## src/rtl/sdiv_pkg.sv

```systemverilog
`timescale 1ns/1ps
package sdiv_pkg;

  typedef enum logic [1:0] {
    ST_IDLE = 2'd0,
    ST_RUN  = 2'd1,
    ST_FIN  = 2'd2
  } sdiv_state_e;

  // operand width for a size code: quarter, half or full XLEN
  function automatic int unsigned op_bits(input logic [1:0] sz, input int unsigned xlen);
    case (sz)
      2'd0:    return xlen / 4;
      2'd1:    return xlen / 2;
      default: return xlen;
    endcase
  endfunction

endpackage

```

## src/rtl/sdiv_prep.sv

```systemverilog
`timescale 1ns/1ps
module sdiv_prep #(
  parameter int XLEN = 32
) (
  input  logic [1:0]                 size,
  input  logic [2*XLEN-1:0]          dividend,
  input  logic [XLEN-1:0]            divisor,
  output logic [$clog2(XLEN+1)-1:0]  nbits,
  output logic                       dvd_neg,
  output logic                       dsr_neg,
  output logic                       dsr_zero,
  output logic                       early_ovf,
  output logic [XLEN-1:0]            dsr_mag,
  output logic [XLEN-1:0]            rem_init,
  output logic [XLEN-1:0]            low_init
);
  localparam int DW = 2 * XLEN;
  localparam int CW = $clog2(XLEN + 1);

  int unsigned     nb;
  logic [DW-1:0]   dmask, dsh, dext, dmag, hi;
  logic [XLEN-1:0] smask, ssh, sext;

  always_comb begin
    nb      = sdiv_pkg::op_bits(size, XLEN);
    nbits   = CW'(nb);
    // dividend: sign-extend from 2N bits, then take magnitude
    dmask   = {DW{1'b1}} >> (DW - 2 * nb);
    dsh     = dividend >> (2 * nb - 1);
    dvd_neg = dsh[0];
    dext    = dvd_neg ? (dividend | ~dmask) : (dividend & dmask);
    dmag    = dvd_neg ? (~dext + 1'b1) : dext;
    // divisor: sign-extend from N bits, then take magnitude
    smask   = {XLEN{1'b1}} >> (XLEN - nb);
    ssh     = divisor >> (nb - 1);
    dsr_neg = ssh[0];
    sext    = dsr_neg ? (divisor | ~smask) : (divisor & smask);
    dsr_mag = dsr_neg ? (~sext + 1'b1) : sext;
    dsr_zero = (dsr_mag == '0);
    // quotient magnitude reaches 2^N exactly when the upper half is not below the divisor
    hi        = dmag >> nb;
    early_ovf = dsr_zero || (hi >= {{XLEN{1'b0}}, dsr_mag});
    rem_init  = hi[XLEN-1:0];
    low_init  = dmag[XLEN-1:0] << (XLEN - nb);
  end

endmodule

```

## src/rtl/sdiv_step.sv

```systemverilog
`timescale 1ns/1ps
module sdiv_step #(
  parameter int XLEN = 32
) (
  input  logic [XLEN-1:0] rem_in,
  input  logic [XLEN-1:0] low_in,
  input  logic [XLEN-1:0] dsr_mag,
  output logic [XLEN-1:0] rem_out,
  output logic [XLEN-1:0] low_out
);
  logic [XLEN:0] trial, diff;
  logic          qbit;

  always_comb begin
    trial   = {rem_in, low_in[XLEN-1]};
    diff    = trial - {1'b0, dsr_mag};
    qbit    = (trial >= {1'b0, dsr_mag});
    rem_out = qbit ? diff[XLEN-1:0] : trial[XLEN-1:0];
    low_out = {low_in[XLEN-2:0], qbit};
  end

endmodule

```

## src/rtl/sdiv_fixup.sv

```systemverilog
`timescale 1ns/1ps
module sdiv_fixup #(
  parameter int XLEN = 32
) (
  input  logic [$clog2(XLEN+1)-1:0] nbits,
  input  logic                      q_neg,
  input  logic                      r_neg,
  input  logic [XLEN-1:0]           q_mag,
  input  logic [XLEN-1:0]           r_mag,
  output logic [XLEN-1:0]           quo,
  output logic [XLEN-1:0]           rem,
  output logic                      range_err
);
  logic [XLEN-1:0] lim, mask;

  always_comb begin
    lim       = {{(XLEN-1){1'b0}}, 1'b1} << (nbits - 1'b1);
    mask      = {XLEN{1'b1}} >> (XLEN - int'(nbits));
    range_err = q_neg ? (q_mag > lim) : (q_mag >= lim);
    quo       = (q_neg ? (~q_mag + 1'b1) : q_mag) & mask;
    rem       = (r_neg ? (~r_mag + 1'b1) : r_mag) & mask;
  end

endmodule

```

## src/rtl/sdiv_core.sv

```systemverilog
`timescale 1ns/1ps
module sdiv_core #(
  parameter int XLEN = 32
) (
  input  logic                clk,
  input  logic                rst,
  input  logic                start,
  input  logic [1:0]          size,
  input  logic [2*XLEN-1:0]   dividend,
  input  logic [XLEN-1:0]     divisor,
  output logic                busy,
  output logic                done,
  output logic                div_err,
  output logic [XLEN-1:0]     quotient,
  output logic [XLEN-1:0]     remainder
);
  import sdiv_pkg::*;
  localparam int CW = $clog2(XLEN + 1);

  sdiv_state_e     state;
  logic [CW-1:0]   cnt, nbits_r;
  logic [XLEN-1:0] rem_r, low_r, dsr_r;
  logic            qneg_r, rneg_r, err_pend;

  logic [CW-1:0]   p_nbits;
  logic            p_dneg, p_sneg, p_zero, p_early;
  logic [XLEN-1:0] p_dsr, p_rem, p_low;
  logic [XLEN-1:0] s_rem, s_low;
  logic [XLEN-1:0] f_quo, f_rem;
  logic            f_err;

  sdiv_prep #(.XLEN(XLEN)) u_prep (
    .size(size), .dividend(dividend), .divisor(divisor),
    .nbits(p_nbits), .dvd_neg(p_dneg), .dsr_neg(p_sneg), .dsr_zero(p_zero),
    .early_ovf(p_early), .dsr_mag(p_dsr), .rem_init(p_rem), .low_init(p_low)
  );

  sdiv_step #(.XLEN(XLEN)) u_step (
    .rem_in(rem_r), .low_in(low_r), .dsr_mag(dsr_r),
    .rem_out(s_rem), .low_out(s_low)
  );

  sdiv_fixup #(.XLEN(XLEN)) u_fix (
    .nbits(nbits_r), .q_neg(qneg_r), .r_neg(rneg_r),
    .q_mag(low_r), .r_mag(rem_r),
    .quo(f_quo), .rem(f_rem), .range_err(f_err)
  );

  always_ff @(posedge clk) begin
    if (rst) begin
      state     <= ST_IDLE;
      cnt       <= '0;
      nbits_r   <= '0;
      rem_r     <= '0;
      low_r     <= '0;
      dsr_r     <= '0;
      qneg_r    <= 1'b0;
      rneg_r    <= 1'b0;
      err_pend  <= 1'b0;
      busy      <= 1'b0;
      done      <= 1'b0;
      div_err   <= 1'b0;
      quotient  <= '0;
      remainder <= '0;
    end else begin
      done    <= 1'b0;
      div_err <= 1'b0;
      case (state)
        ST_IDLE: begin
          if (start) begin
            busy     <= 1'b1;
            nbits_r  <= p_nbits;
            cnt      <= p_nbits;
            rem_r    <= p_rem;
            low_r    <= p_low;
            dsr_r    <= p_dsr;
            qneg_r   <= p_dneg ^ p_sneg;
            rneg_r   <= p_dneg;
            err_pend <= p_zero | p_early;
            state    <= (p_zero | p_early) ? ST_FIN : ST_RUN;
          end
        end
        ST_RUN: begin
          rem_r <= s_rem;
          low_r <= s_low;
          cnt   <= cnt - 1'b1;
          if (cnt == CW'(1)) state <= ST_FIN;
        end
        ST_FIN: begin
          busy  <= 1'b0;
          done  <= 1'b1;
          state <= ST_IDLE;
          if (err_pend || f_err) begin
            div_err <= 1'b1;
          end else begin
            quotient  <= f_quo;
            remainder <= f_rem;
          end
        end
        default: state <= ST_IDLE;
      endcase
    end
  end

endmodule

```

## config.mk

```make
export PLATFORM = sky130hd
export DESIGN_NAME = sdiv_core
export DESIGN_NICKNAME = d
export VERILOG_FILES = /design/src/rtl/sdiv_pkg.sv /design/src/rtl/sdiv_prep.sv /design/src/rtl/sdiv_step.sv /design/src/rtl/sdiv_fixup.sv /design/src/rtl/sdiv_core.sv
export SDC_FILE = /design/constraint.sdc
export NUM_CORES = 1
export LEC_CHECK = 0
export ABC_CLOCK_PERIOD_IN_PS = 18650
export BUFFER_PORTS_ARGS = -buffer_cell sky130_fd_sc_hd__buf_4
export CAP_MARGIN = 40
export CORE_MARGIN = 2
export CORE_UTILIZATION = 40
export DETAILED_ROUTE_END_ITERATION = 16
export GPL_TIMING_DRIVEN = 0
export HOLD_SLACK_MARGIN = 0.12
export PLACE_DENSITY = 0.54
export SYNTH_ARGS = -nofsm -noshare
export SYNTH_HDL_FRONTEND = slang
export SYNTH_SLANG_ARGS = --single-unit
```

## constraint.sdc

```tcl
create_clock -name clk -period 18.65 [get_ports clk]
set_input_delay 3.73 -clock clk [delete_from_list [all_inputs] [get_ports clk]]
set_output_delay 3.73 -clock clk [all_outputs]
set_load 0.02 [all_outputs]
```

==> impl_metrics.py <==
metrics = {
    "run_status": {
        "status": "finished clean",
    },
    "timing": {
        "final_min_period_ns": 14.33,
        "hold_violations": 0,
        "timing.final.max_slew_violations": 0,
        "rsz0062_at_grt": "no",
        "clock.fmax_ghz": 0.0698,
        "setup-tns-final_ns": 0,
        "final.setup_skew_ns": 0.0143,
        "fin_crit_sh_pct": 76.8,
        "maxSlewHeadroom_pct": 32.7,
        "setup_viol": 0,
        "tightestPinTransition_ns": 1.01,
    },
    "clocking": {
        "root_buffer": "clkbuf_16",
        "tritoncts": "done",
        "clockBufferDepth": 2,
        "cts_sinks": 177,
        "cts_post_setup_buffers_inserted": 0,
        "post_cts.resized_instances": 0,
        "clk-insertion-delay-late_ns": 0.46,
        "cts-htree-levels": 4,
        "worst_setup_hold_path_clk_slew_ns": 0.07,
        "cts_buffers": 17,
        "holdBufCountCts": 0,
    },
    "global_route": {
        "grt_pass1_vias": 20600,
        "initial_antenna_violation_count": 0,
        "overflow": 0,
        "grt_max_degree": 17,
        "grt_use_total_pct": 37.1,
        "grt_pass1_wl_um": 131000,
    },
    "yosys": {
        "synth_edf_count": 0,
        "synthesis.area_per_instance_um2": 6.94,
        "syn-cell-area_um2": 17800,
        "ys_warn_count": 0,
        "postSynthNetCount": 2753,
        "post-synth-top-count-cell": "nand2_1",
        "yosys.area.top_type_share_pct": 19.9,
        "yosys-top-cells-count": "290 x nand2_1, 269 x nor2_1, 248 x a21oi_1",
        "synth_top_flop_cell": "dfxtp_1",
        "yosysTopAreaCell": "dfxtp_1",
        "ys_types": 106,
        "synth_seq_area_share_pct": 19.9,
        "post_synth_inst_count": 2569,
        "synth_top_cells_by_area": "dfxtp_1 20%, a21oi_1 7.0%, nand2_1 6.1%",
        "synth_async_sr_flop_share_pct": 0,
        "synth.ff_latch_count": 177,
    },
    "placement": {
        "detailed_place_hpwl_um": 71900,
        "placed_cells_incl_taps": 3336,
        "placedInstanceArea_um2": 19900,
        "port_buffers": 160,
        "gpl_congestion": 1.02,
    },
    "cells_and_area": {
        "design.final.nets": 2947,
        "layout-area-overhead-vs-synth_pct": 14.7,
        "antennaDiodeCount": 0,
        "final_design_area_no_fill_um2": 20500,
        "drive_above_1_share_pct": 10.5,
        "count_of_non_filler_cells_in_the_finished_layout": 3368,
        "layout.filler_cells": 4714,
    },
    "job": {
        "number_of_maximum_capacitance_constraint_violations": 0,
    },
    "worst_setup_path": {
        "end_kind": "flop",
        "critical_path.max_fanout": 12,
        "crit_path_start_kind": "primary input",
        "worst-endpoint-required_ns": 18.98,
        "crit_path_slowest_cell": "o21ai_0",
        "worst-endpoint-arrival_ns": 14.66,
        "critPathKind": "in2reg",
        "worst_path_largest_cell_delay_ns": 0.74,
        "timing.reg2reg.setup_slack_ns": 13.93,
    },
    "route": {
        "via_count": 21600,
        "drt_first_pass_iters": 8,
        "drt.antenna.violating_nets": 0,
        "drt_drc_violations_left": 0,
        "wl_per_cell_um": 26.2,
        "detailedRoute.firstIterationViolations": 2493,
        "routed_wirelength_um": 88400,
        "route.detailed.vias_per_inst": 6.43,
    },
    "power_and_ir_drop": {
        "p_leak_nw": 7.74,
        "power-per-cell-area_nw_per_um2": 107,
        "worst_ir_drop_vdd_v": 0.000103,
    },
    "floorplanning": {
        "fp.dieH_um": 215,
        "num_io_pins": 168,
        "coreArea_um2": 44100,
        "die_footprint_um2": 46300,
        "die_w_um": 215,
        "start_util_pct": 40.4,
        "rows": 77,
    },
    "worst_hold_path": {
        "min_path_type": "reg2reg",
    },
}
==> cell families (layout without fill, tap and decap cells) <==
| family | after synthesis | after routing | share of synthesized area, % |
|---|---|---|---|
| compound gates | 806 | 806 | 29.8 |
| xor+xnor | 150 | 150 | 7.45 |
| fa+ha+maj | 83 | 83 | 5.86 |
| buf+inv | 272 | 479 | 5.93 |
| flops | 177 | 177 | 19.9 |
| mux | 49 | 49 | 3.30 |
| simple gates | 1032 | 1032 | 27.8 |
==> flip-flops by register name (all words and copies together) (netlist names) <==
register,flops
remainder,32
nbits_r,3
busy,1
cnt,6
div_err,1
low_r,32
rneg_r,1
rem_r,32
dsr_r,32
err_pend,1
qneg_r,1
quotient,32
state,2
done,1
==> layout by cell type (no fill, tap or decap), types with 30 or more instances in the layout <==
cell type	count
a211oi_1	43
a21o_1	40
a21oi_1	248
a221oi_1	37
a31oi_1	39
buf_2	34
buf_4	163
clkbuf_1	145
dfxtp_1	177
ha_1	82
inv_1	86
mux2i_1	30
nand2_1	290
nand3_1	124
nand4_1	31
nor2_1	269
nor3_1	100
nor4_1	30
o21ai_0	133
o31ai_1	31
or3_1	31
xnor2_1	105
xor2_1	43
==> metrics by stage <==
step / worst slack, ns / util (%) / power [mW] / hold slack, ns
4_1_cts: 4.82 / 46.4 / 2.15 / 0.454
3_3_place_gp: 4.24 / 44.8 / 1.77 / 0.442
2_1_floorplan: 8.62 / - / 1.35 / 0.436
5_1_grt: 4.18 / 46.4 / 2.32 / 0.471
3_5_place_dp: 4.37 / 45.0 / 1.79 / 0.445
6_report: 4.32 / 46.4 / 2.20 / 0.450
==> worst max-delay path, delay by kind of cell <==
| family | cells | cell delay (ns) |
|---|---|---|
| buf+inv | 12 | 5.50 |
| compound gates | 13 | 2.94 |
| mux | 3 | 1.13 |
| fa+ha+maj | 2 | 0.67 |
| simple gates | 3 | 0.63 |
==> layout make-up <==
cell class                 count  area, um2  share of cell area (%)
multi-input combinational   2120      13200                    64.7
sequential                   177       3540                    17.3
timing repair buffer         175       1280                    6.28
tap                          592        741                    3.62
buffer                       183        722                    3.53
clock buffer                  21        460                    2.25
inverter                      89        337                    1.65
clock inverter                11        130                   0.636
==> per-layer routing <==
metal  share of wire (%)  routed length, um  GRT usage [%]
met1                  41              36000           47.0
met2                  44              39000           59.0
met3                 8.4               7420           6.33
met4                 6.7               5940           22.6
met5                   0                  0              0
==> worst paths after layout <==
kind / end / startpoint / depth (start not counted)
worst min-delay path: quotient[25] / quotient[25] / 2
worst max-delay path: state[1] / size[1] / 33
worst min register to register: quotient[25] / quotient[25] / 2
worst max register to register: rem_r[2] / low_r[31] / 14
==> where the power goes <==
group / internal, mW / switching (mW) / total, mW
combinational: 0.457 / 0.868 / 1.33
sequential: 0.425 / 0.0773 / 0.503
clock: 0.205 / 0.163 / 0.368
total: 1.09 / 1.11 / 2.20
Power figures use the tool's default switching activity.
